## src/rtl/pio_pkg.sv

```systemverilog
package pio_pkg;

  localparam int unsigned ADDR_W      = 7;
  localparam int unsigned MAX_PORTS   = 4;
  localparam int unsigned PORT_STRIDE = 12;
  localparam int unsigned PINS_STRIDE = 4;

  localparam logic [ADDR_W-1:0] OFS_VAL0  = 7'h00;
  localparam logic [ADDR_W-1:0] OFS_DIR0  = 7'h04;
  localparam logic [ADDR_W-1:0] OFS_IEN   = 7'h30;
  localparam logic [ADDR_W-1:0] OFS_IMASK = 7'h34;
  localparam logic [ADDR_W-1:0] OFS_ITYPE = 7'h38;
  localparam logic [ADDR_W-1:0] OFS_IPOL  = 7'h3C;
  localparam logic [ADDR_W-1:0] OFS_ISTAT = 7'h40;
  localparam logic [ADDR_W-1:0] OFS_IRAW  = 7'h44;
  localparam logic [ADDR_W-1:0] OFS_ACK   = 7'h4C;
  localparam logic [ADDR_W-1:0] OFS_PINS0 = 7'h50;

  typedef enum logic [3:0] {
    SEL_NONE,
    SEL_VAL,
    SEL_DIR,
    SEL_PINS,
    SEL_IEN,
    SEL_IMASK,
    SEL_ITYPE,
    SEL_IPOL,
    SEL_ISTAT,
    SEL_IRAW,
    SEL_ACK
  } reg_sel_e;

  typedef struct packed {
    reg_sel_e    sel;
    logic [1:0]  bank;
  } reg_dec_t;

  function automatic reg_dec_t decode_addr(input logic [ADDR_W-1:0] a);
    reg_dec_t d;
    d.sel  = SEL_NONE;
    d.bank = '0;
    for (int p = 0; p < MAX_PORTS; p++) begin
      if (a == OFS_VAL0 + ADDR_W'(p * PORT_STRIDE)) begin
        d.sel  = SEL_VAL;
        d.bank = 2'(p);
      end
      if (a == OFS_DIR0 + ADDR_W'(p * PORT_STRIDE)) begin
        d.sel  = SEL_DIR;
        d.bank = 2'(p);
      end
      if (a == OFS_PINS0 + ADDR_W'(p * PINS_STRIDE)) begin
        d.sel  = SEL_PINS;
        d.bank = 2'(p);
      end
    end
    case (a)
      OFS_IEN:   d.sel = SEL_IEN;
      OFS_IMASK: d.sel = SEL_IMASK;
      OFS_ITYPE: d.sel = SEL_ITYPE;
      OFS_IPOL:  d.sel = SEL_IPOL;
      OFS_ISTAT: d.sel = SEL_ISTAT;
      OFS_IRAW:  d.sel = SEL_IRAW;
      OFS_ACK:   d.sel = SEL_ACK;
      default:   ;
    endcase
    return d;
  endfunction

endpackage

```

## src/rtl/pio_sync.sv

```systemverilog
module pio_sync #(
  parameter int unsigned W = 8
) (
  input  logic         clk,
  input  logic         rst,
  input  logic [W-1:0] d,
  output logic [W-1:0] q
);

  logic [W-1:0] meta_q;

  always_ff @(posedge clk) begin
    if (rst) begin
      meta_q <= '0;
      q      <= '0;
    end else begin
      meta_q <= d;
      q      <= meta_q;
    end
  end

endmodule

```

## src/rtl/pio_bank_regs.sv

```systemverilog
module pio_bank_regs #(
  parameter int unsigned W = 8
) (
  input  logic         clk,
  input  logic         rst,
  input  logic         val_we,
  input  logic         dir_we,
  input  logic [W-1:0] wdata,
  output logic [W-1:0] val_q,
  output logic [W-1:0] dir_q
);

  always_ff @(posedge clk) begin
    if (rst) begin
      val_q <= '0;
      dir_q <= '0;
    end else begin
      if (val_we) val_q <= wdata;
      if (dir_we) dir_q <= wdata;
    end
  end

endmodule

```

## src/rtl/pio_irq_unit.sv

```systemverilog
module pio_irq_unit #(
  parameter int unsigned W = 8
) (
  input  logic         clk,
  input  logic         rst,
  input  logic [W-1:0] pin_s,
  input  logic         en_we,
  input  logic         mask_we,
  input  logic         type_we,
  input  logic         pol_we,
  input  logic         ack_we,
  input  logic [W-1:0] wdata,
  output logic [W-1:0] en_q,
  output logic [W-1:0] mask_q,
  output logic [W-1:0] type_q,
  output logic [W-1:0] pol_q,
  output logic [W-1:0] raw,
  output logic [W-1:0] status
);

  logic [W-1:0] prev_q;
  logic [W-1:0] latch_q;
  logic [W-1:0] rise, fall, hit, clr, latch_d, lvl_act;

  always_comb begin
    rise    = pin_s & ~prev_q;
    fall    = ~pin_s & prev_q;
    hit     = (pol_q & rise) | (~pol_q & fall);
    clr     = ack_we ? wdata : '0;
    // a fresh edge wins over an acknowledge of the same cycle
    latch_d = en_q & ~type_q & (hit | (latch_q & ~clr));
    lvl_act = ~(pin_s ^ pol_q);
    raw     = (en_q & type_q & lvl_act) | latch_q;
    status  = raw & ~mask_q;
  end

  always_ff @(posedge clk) begin
    if (rst) begin
      prev_q  <= '0;
      latch_q <= '0;
      en_q    <= '0;
      mask_q  <= '0;
      type_q  <= '0;
      pol_q   <= '0;
    end else begin
      prev_q  <= pin_s;
      latch_q <= latch_d;
      if (en_we)   en_q   <= wdata;
      if (mask_we) mask_q <= wdata;
      if (type_we) type_q <= wdata;
      if (pol_we)  pol_q  <= wdata;
    end
  end

  // an armed latch with no clear in flight stays set
  a_r5_latch_holds: assert property (@(posedge clk) disable iff (rst)
    1'b1 |=> ((latch_q & $past(latch_q & en_q & ~type_q & ~clr)) ==
              $past(latch_q & en_q & ~type_q & ~clr)))
    else $error("a_r5_latch_holds");

  // acknowledged bits without a coincident edge are cleared
  a_r6_ack_clears: assert property (@(posedge clk) disable iff (rst)
    ack_we |=> ((latch_q & $past(wdata & ~hit)) == '0))
    else $error("a_r6_ack_clears");

  // a disabled pin holds no latched event in the next cycle
  a_r7_disabled_quiet: assert property (@(posedge clk) disable iff (rst)
    1'b1 |=> ((latch_q & $past(~en_q)) == '0))
    else $error("a_r7_disabled_quiet");

endmodule

```

## src/rtl/apb_pio_ctrl.sv

```systemverilog
module apb_pio_ctrl
  import pio_pkg::*;
#(
  parameter int unsigned NUM_PORTS = 4,
  parameter int unsigned PORT_W    = 32,
  parameter int unsigned DATA_W    = 32
) (
  input  logic                        clk,
  input  logic                        rst,
  input  logic                        psel,
  input  logic                        penable,
  input  logic                        pwrite,
  input  logic [ADDR_W-1:0]           paddr,
  input  logic [DATA_W-1:0]           pwdata,
  output logic [DATA_W-1:0]           prdata,
  input  logic [NUM_PORTS*PORT_W-1:0] pin_in,
  output logic [NUM_PORTS*PORT_W-1:0] pin_out,
  output logic [NUM_PORTS*PORT_W-1:0] pin_oe,
  output logic                        irq
);

  localparam int unsigned PIN_W = NUM_PORTS * PORT_W;

  logic              wr_fire, rd_setup, bank_ok;
  reg_dec_t          dec;
  logic [PIN_W-1:0]  pin_s;
  logic [PORT_W-1:0] wdata;
  logic [PORT_W-1:0] val_arr  [NUM_PORTS];
  logic [PORT_W-1:0] dir_arr  [NUM_PORTS];
  logic [PORT_W-1:0] pins_arr [NUM_PORTS];
  logic [PORT_W-1:0] en_q, mask_q, type_q, pol_q, raw, status;
  logic [DATA_W-1:0] rd_word;

  assign wr_fire  = psel & penable & pwrite;
  assign rd_setup = psel & ~penable & ~pwrite;
  assign dec      = decode_addr(paddr);
  assign bank_ok  = (int'(dec.bank) < NUM_PORTS);
  assign wdata    = pwdata[PORT_W-1:0];

  pio_sync #(.W(PIN_W)) u_sync (
    .clk (clk),
    .rst (rst),
    .d   (pin_in),
    .q   (pin_s)
  );

  for (genvar p = 0; p < NUM_PORTS; p++) begin : g_bank
    logic val_we, dir_we;
    assign val_we = wr_fire && (dec.sel == SEL_VAL) && (dec.bank == 2'(p));
    assign dir_we = wr_fire && (dec.sel == SEL_DIR) && (dec.bank == 2'(p));

    pio_bank_regs #(.W(PORT_W)) u_regs (
      .clk    (clk),
      .rst    (rst),
      .val_we (val_we),
      .dir_we (dir_we),
      .wdata  (wdata),
      .val_q  (val_arr[p]),
      .dir_q  (dir_arr[p])
    );

    assign pins_arr[p]                 = pin_s[p*PORT_W +: PORT_W];
    assign pin_out[p*PORT_W +: PORT_W] = val_arr[p];
    assign pin_oe[p*PORT_W +: PORT_W]  = dir_arr[p];
  end

  pio_irq_unit #(.W(PORT_W)) u_irq (
    .clk     (clk),
    .rst     (rst),
    .pin_s   (pins_arr[0]),
    .en_we   (wr_fire && dec.sel == SEL_IEN),
    .mask_we (wr_fire && dec.sel == SEL_IMASK),
    .type_we (wr_fire && dec.sel == SEL_ITYPE),
    .pol_we  (wr_fire && dec.sel == SEL_IPOL),
    .ack_we  (wr_fire && dec.sel == SEL_ACK),
    .wdata   (wdata),
    .en_q    (en_q),
    .mask_q  (mask_q),
    .type_q  (type_q),
    .pol_q   (pol_q),
    .raw     (raw),
    .status  (status)
  );

  always_comb begin
    rd_word = '0;
    case (dec.sel)
      SEL_VAL:   if (bank_ok) rd_word[PORT_W-1:0] = val_arr[dec.bank];
      SEL_DIR:   if (bank_ok) rd_word[PORT_W-1:0] = dir_arr[dec.bank];
      SEL_PINS:  if (bank_ok) rd_word[PORT_W-1:0] = pins_arr[dec.bank];
      SEL_IEN:   rd_word[PORT_W-1:0] = en_q;
      SEL_IMASK: rd_word[PORT_W-1:0] = mask_q;
      SEL_ITYPE: rd_word[PORT_W-1:0] = type_q;
      SEL_IPOL:  rd_word[PORT_W-1:0] = pol_q;
      SEL_ISTAT: rd_word[PORT_W-1:0] = status;
      SEL_IRAW:  rd_word[PORT_W-1:0] = raw;
      default:   rd_word = '0;
    endcase
  end

  always_ff @(posedge clk) begin
    if (rst) begin
      prdata <= '0;
      irq    <= 1'b0;
    end else begin
      if (rd_setup) prdata <= rd_word;
      irq <= |status;
    end
  end

  // the cycle after reset all pin drivers and the interrupt are quiet
  a_r1_reset_quiet: assert property (@(posedge clk) disable iff (rst)
    $past(rst) |-> (irq == 1'b0 && pin_oe == '0 && pin_out == '0))
    else $error("a_r1_reset_quiet");

  // the interrupt line trails the masked status by one register
  a_r9_irq_tracks: assert property (@(posedge clk) disable iff (rst)
    1'b1 |=> (irq == $past(|status)))
    else $error("a_r9_irq_tracks");

  // the line only rises for a pin that was raw-active and unmasked
  a_r8_mask_hides: assert property (@(posedge clk) disable iff (rst)
    $rose(irq) |-> $past(|(raw & ~mask_q)))
    else $error("a_r8_mask_hides");

endmodule

```

## config.mk

```make
export PLATFORM = sky130hd
export DESIGN_NAME = apb_pio_ctrl
export DESIGN_NICKNAME = d
export VERILOG_FILES = /design/src/rtl/pio_pkg.sv /design/src/rtl/pio_sync.sv /design/src/rtl/pio_bank_regs.sv /design/src/rtl/pio_irq_unit.sv /design/src/rtl/apb_pio_ctrl.sv
export SDC_FILE = /design/constraint.sdc
export NUM_CORES = 2
export LEC_CHECK = 0
export CORE_UTILIZATION = 60
export CTS_CLUSTER_SIZE = 12
export DETAILED_ROUTE_END_ITERATION = 16
export DONT_BUFFER_PORTS = 1
export GPL_TIMING_DRIVEN = 0
export MAX_ROUTING_LAYER = met4
export PLACE_DENSITY_LB_ADDON = 0.3
export SYNTH_ARGS = -nofsm -noshare
export SYNTH_HDL_FRONTEND = slang
export SYNTH_SLANG_ARGS = --single-unit
```

## constraint.sdc

```tcl
create_clock -name clk -period 2.8 [get_ports clk]
set_input_delay 0.42 -clock clk [delete_from_list [all_inputs] [get_ports clk]]
set_output_delay 0.42 -clock clk [all_outputs]
set_load 0.02 [all_outputs]
```

Yosys cells after proc, flatten, opt, wreduce, memory -nomap -nowiden:

Cells that the tools add are included.
W data, S select, Z words.

* order comparisons: 1
* equality and inequality tests: 31
* mux-type cells: 24
* bitwise gates (word level): 28
* reduce and logical (&&, ||, !) cells: 18

Operator list (number)
* $and A32 B32 Y32: 10
* $pmux W32 S9: 1
* $mux W32: 7
* $not A32 Y32: 7
* $bmux W32 S2: 3
* $or A32 B32 Y32: 3
* $eq A7 B7 Y1 const B: 7
* $mux W6: 8
* $eq A7 B6 Y1 const B: 6
* $reduce_or A32 Y1: 1
* $xor A32 B32 Y32: 1
* $pmux W4 S7: 1
* $eq A7 B5 Y1 const B: 3
* $eq A4 B3 Y1 const B: 4
* $logic_and A1 B1 Y1: 15
* $eq A4 B4 Y1 const B: 3
* $mux W4: 3
* $eq A4 B2 Y1 const B: 2
* $eq A7 B3 Y1 const B: 1
* $eq A7 B4 Y1 const B: 1
* $logic_not A7 Y1: 1
* $and A1 B1 Y1: 4
* $eq A2 B2 Y1 const B: 2
* $eq A4 B1 Y1 const B: 1
* other kinds (6): 7

* register bits after elaboration: 737
* output and inout bits: 289

Longest topological paths before layout:

* depth after elaboration: 21
* mapped depth: 10
* mapped depth without buffers: 6

Cells and area by module:

A second synthesis with hierarchy kept.

* cells, all modules: 2972
* area, all modules: 29917.4 um2

Modules (own cells, without submodules)
* pio_bank_regs: times used 4, cells each 207, area an instance 2339.7 um2, sequential area each 1281.2 um2
* pio_irq_unit: times used 1, cells each 776, area an instance 7982.7 um2, sequential area each 3843.7 um2
* pio_sync: times used 1, cells each 540, area an instance 6864.1 um2, sequential area each 5124.9 um2
* apb_pio_ctrl: times used 1, cells each 828, area an instance 5711.7 um2, sequential area each 660.6 um2

Least setup slack after synthesis:

No wires, ideal clock.

* kind: input port to flip-flop
* start: input paddr[2]
* end: register prdata[23]
* setup time: 0.115 ns
* arrival: 2.144 ns
* required time: 2.685 ns
* slack: 0.542 ns
* stages: 8
* buffers on the path: 4
* cell sequence: buf_2 > buf_6 > buf_4 > buf_2 > mux4_2 > a22oi_1 > o211ai_1 > o21a_1

* cells in the longest elaborated chain, start to end: 17
* elaborated cells between the ends (all ways): 52
* classes of those cells: eq/ne: 27; mux: 23; bitwise: 1; reduce/logical: 1

Ends and longest elaborated chain
* start, declared: RTL line apb_pio_ctrl.sv:13 `input logic [ADDR_W-1:0] paddr,`
* branches (longest 16 deep; another with $logic_not A7 Y1)
* $pmux W32 S9 *: RTL line apb_pio_ctrl.sv:87 `case (dec.sel)`
* end signal, assigned: RTL line apb_pio_ctrl.sv:106 `if (rd_setup) prdata <= rd_word;`
* end, declared: RTL line apb_pio_ctrl.sv:15 `output logic [DATA_W-1:0] prdata,`

Mark *: on every way between the ends. The select of a mux whose other input is x is not followed.
A chain may end at the register's enable or synchronous reset.

Final worst setup path:

* start: input paddr[2]
* end: register prdata[14]

The elaborated chain is that of the path after synthesis.

==> impl_metrics.yaml <==
timing:
  hold_viol: 0
  tightestPinTransition_ns: 1.34
  rsz0062_at_grt: "false"
  slew_viol_final: 0
  max-slew-margin-rel_pct: 10.4
  fin_ws_ns: -0.101
  post-route-period-util_pct: 104
  setup_viol: 2
  skew_ns: 0.0200
  max_clock_freq_mhz: 345
  setup_tns_ns: -0.114
  period_needed_ns: 2.90
logic_synthesis:
  synth.distinct_cells: 61
  avgSynthCellArea_um2: 9.00
  syn_nets: 3428
  async_flop_share_pct: 0
  syn_area_um2: 29300
  synth_edf_count: 0
  ys_ff_latch: 737
  ys_warn_count: 0
  syn_inst: 3256
  ys.flop_type: "dfxtp_1"
  ys_seq_area_share_pct: 50.3
setup_path:
  required_ns: 3.38
  startpoint_type: "input pin"
  critPathMaxFanout: 10
  worst-setup-path-type: "input pin to flip-flop"
  worstPathArrival_ns: 3.48
  endpoint_kind: "flip-flop"
grt:
  grt_usage_pct: 55.0
  grt_max_degree: 13
  grtUsageMet3_pct: 23.9
  grt_pass1_wl_mm: 191
  busiest_layer: "met2"
  grt_pass1_vias: 27900
  gr-usage-met2_pct: 75.6
  overflow: 0
  met1_usage_pct: 61.3
  antenna_found_initial: 16
drt:
  drt_iter0_markers: 5631
  route.detailed.drc: 0
  routedWlPerCell_um: 32.8
  viasPerCell: 7.11
  route.vias.total: 29700
  drt_wl_total_mm: 137
  drtAntennaViolNets: 0
  dr.pass1.iters: 11
power:
  powerDensity_nw_per_um2: 629
  comb_power_share_pct: 5.6
  internal-power_w: 0.0161
  power.total_w: 0.0213
  pwr-share-seq_pct: 50.5
  p_leak_nw: 11.9
  p_sw_share_pct: 24.4
  vdd_drop_max_mv: 0.493
  switchingPower_w: 0.00520
  p_clk_share_pct: 43.9
die:
  die_area_um2: 49700
  die_h_um: 223
  top_level_ports: 461
  num_rows: 80
  core_area_um2: 47900
  die_width_um: 223
  initial_core_util_pct: 61.1
placement:
  placed_cells: 3871
  place_area_um2: 30100
  dpl_worst_slack_ns: -0.378
  post-dp-hpwl_mm: 95.9
  portBuffers: 0
  gp_congestion: 1.12
final_layout:
  fin_nets: 3664
  layout-drive-gt1-share_pct: 6.21
  syn2layout_area_growth_pct: 15.7
  stdcell_count: 4170
  postLayoutCellArea_um2: 33900
cts:
  cts_tree: "built"
  cts.path.max_buffers: 3
  clkTransAtPathRegs_ns: 0.07
  cts.htree.levels: 3
  root_buffer: "clkbuf_16"
  cts_buffers: 74
  clk_latency_ns: 0.64
  post_cts_buffers: 0
  cts.sinks: 737
status:
  status: "complete, but fails checks"
  violations: "setup timing"
flow_run:
  cap_violations: 0
hold_path:
  hold_class: "input pin to flip-flop"
-- worst max-delay path, stage by stage --
cell	delay (ns)
buf_2	0.17
nor2b_1	0.39
nand3b_1	0.22
o2bb2ai_4	0.31
buf_2	0.38
buf_2	0.38
a222oi_1	0.15
o22ai_1	0.86
o21a_1	0.18
-- power groups by stage --
stage               clock network, W  registers, W  logic (W)
floorplan                          0        0.0110   0.000539
CTS                          0.00915        0.0108    0.00110
global placement                   0        0.0110   0.000886
global route                 0.00967        0.0108    0.00120
finish                       0.00937        0.0108    0.00120
detailed placement                 0        0.0110   0.000906
-- state kept, by name, summed over array words and instances (netlist names) --
signal	count
u_irq.latch_q	32
u_sync.q	128
u_irq.type_q	32
u_irq.mask_q	32
u_irq.pol_q	32
u_irq.en_q	32
g_bank.u_regs.dir_q	128
prdata	32
u_irq.prev_q	32
g_bank.u_regs.val_q	128
irq	1
u_sync.meta_q	128
-- Yosys cell counts, drive strengths merged (34+ instances only) --
cell,count,area (µm²)
nor2b,322,2010
a31oi,42,263
nor2,189,709
buf,89,455
clkbuf,200,751
nor4b,34,298
dfxtp,737,14800
xnor2,34,298
mux2i,97,971
a22o,56,490
a221oi,83,727
a22oi,44,330
o22ai,47,294
a222oi,75,751
nand2,683,2570
a21oi,321,1610
-- cell type report --
class                   instances  area (µm²)
diodes                         31        77.6
plain buffers                 289        1210
clock buffers                  98        2040
clock inverters                10        87.6
fillers                      3684       14000
inverters                       1        3.75
multi-input cells            2229       13400
flip-flops and latches        737       14800
well taps                     615         769
repair buffers                160        1600
-- cells by family (layout without fill, tap and decap cells) --
family | count (synthesis) | after routing | synth area share, %
flops | 737 | 737 | 50.3
xor+xnor | 34 | 34 | 1.02
buf+inv | 290 | 558 | 4.13
other cells | 0 | 31 | 0
mux | 130 | 130 | 5.81
simple gates | 1285 | 1285 | 20.5
compound gates | 780 | 780 | 18.2
-- layer usage --
| metal | wire, µm | vias to the layer above |
|---|---|---|
| met5 | 0 | - |
| met4 | 14200 | 0 |
| met3 | 22800 | 871 |
| met2 | 55300 | 2909 |
| met1 | 44400 | 14000 |
| li1 | - | 11900 |
-- placed cells by master (no fill, tap or decap), types with 13 or more instances in the layout --
cell,instances
dfxtp_1,737
nand2_1,682
nor2b_1,322
a21oi_1,321
clkbuf_1,214
nor2_1,189
dlygate4sd3_1,160
mux2i_1,97
a221oi_1,83
a222oi_1,75
clkbuf_16,75
buf_2,64
a22o_1,56
a22oi_1,44
o22ai_1,44
a31oi_1,42
nor4b_1,34
xnor2_1,34
mux4_2,32
o21a_1,32
diode_2,31
o31ai_1,30
o211ai_1,20
and3_1,15
buf_1,13
-- metrics by stage --
stage	hold WS [ns]	util, %
global placement	0.417	62.7
finish	0.000163	70.7
detailed placement	0.425	62.7
floorplan	0.414	-
CTS	0.00606	70.5
global route	0.0368	70.7
-- what timing repair did --
| item | 4_1_cts | 5_1_grt |
|---|---|---|
| endpoints found under the hold margin | 191 | 0 |
| setup endpoints to repair | 0 | 4 |
| hold buffers | 160 | 0 |
| gates resized for setup | 0 | 5 |
-- final timing paths --
check                                       start                        end  slack, ns  cells after the start
worst max-delay path                     paddr[2]                 prdata[14]      -0.10                      9
worst min register to register  u_sync.meta_q[13]               u_sync.q[13]       0.43                      1
worst min-delay path                    pwdata[5]  g_bank[3].u_regs.val_q[5]     0.0002                      2
worst max register to register       u_sync.q[26]                        irq       0.30                      5
Power figures use the tool's default switching activity.
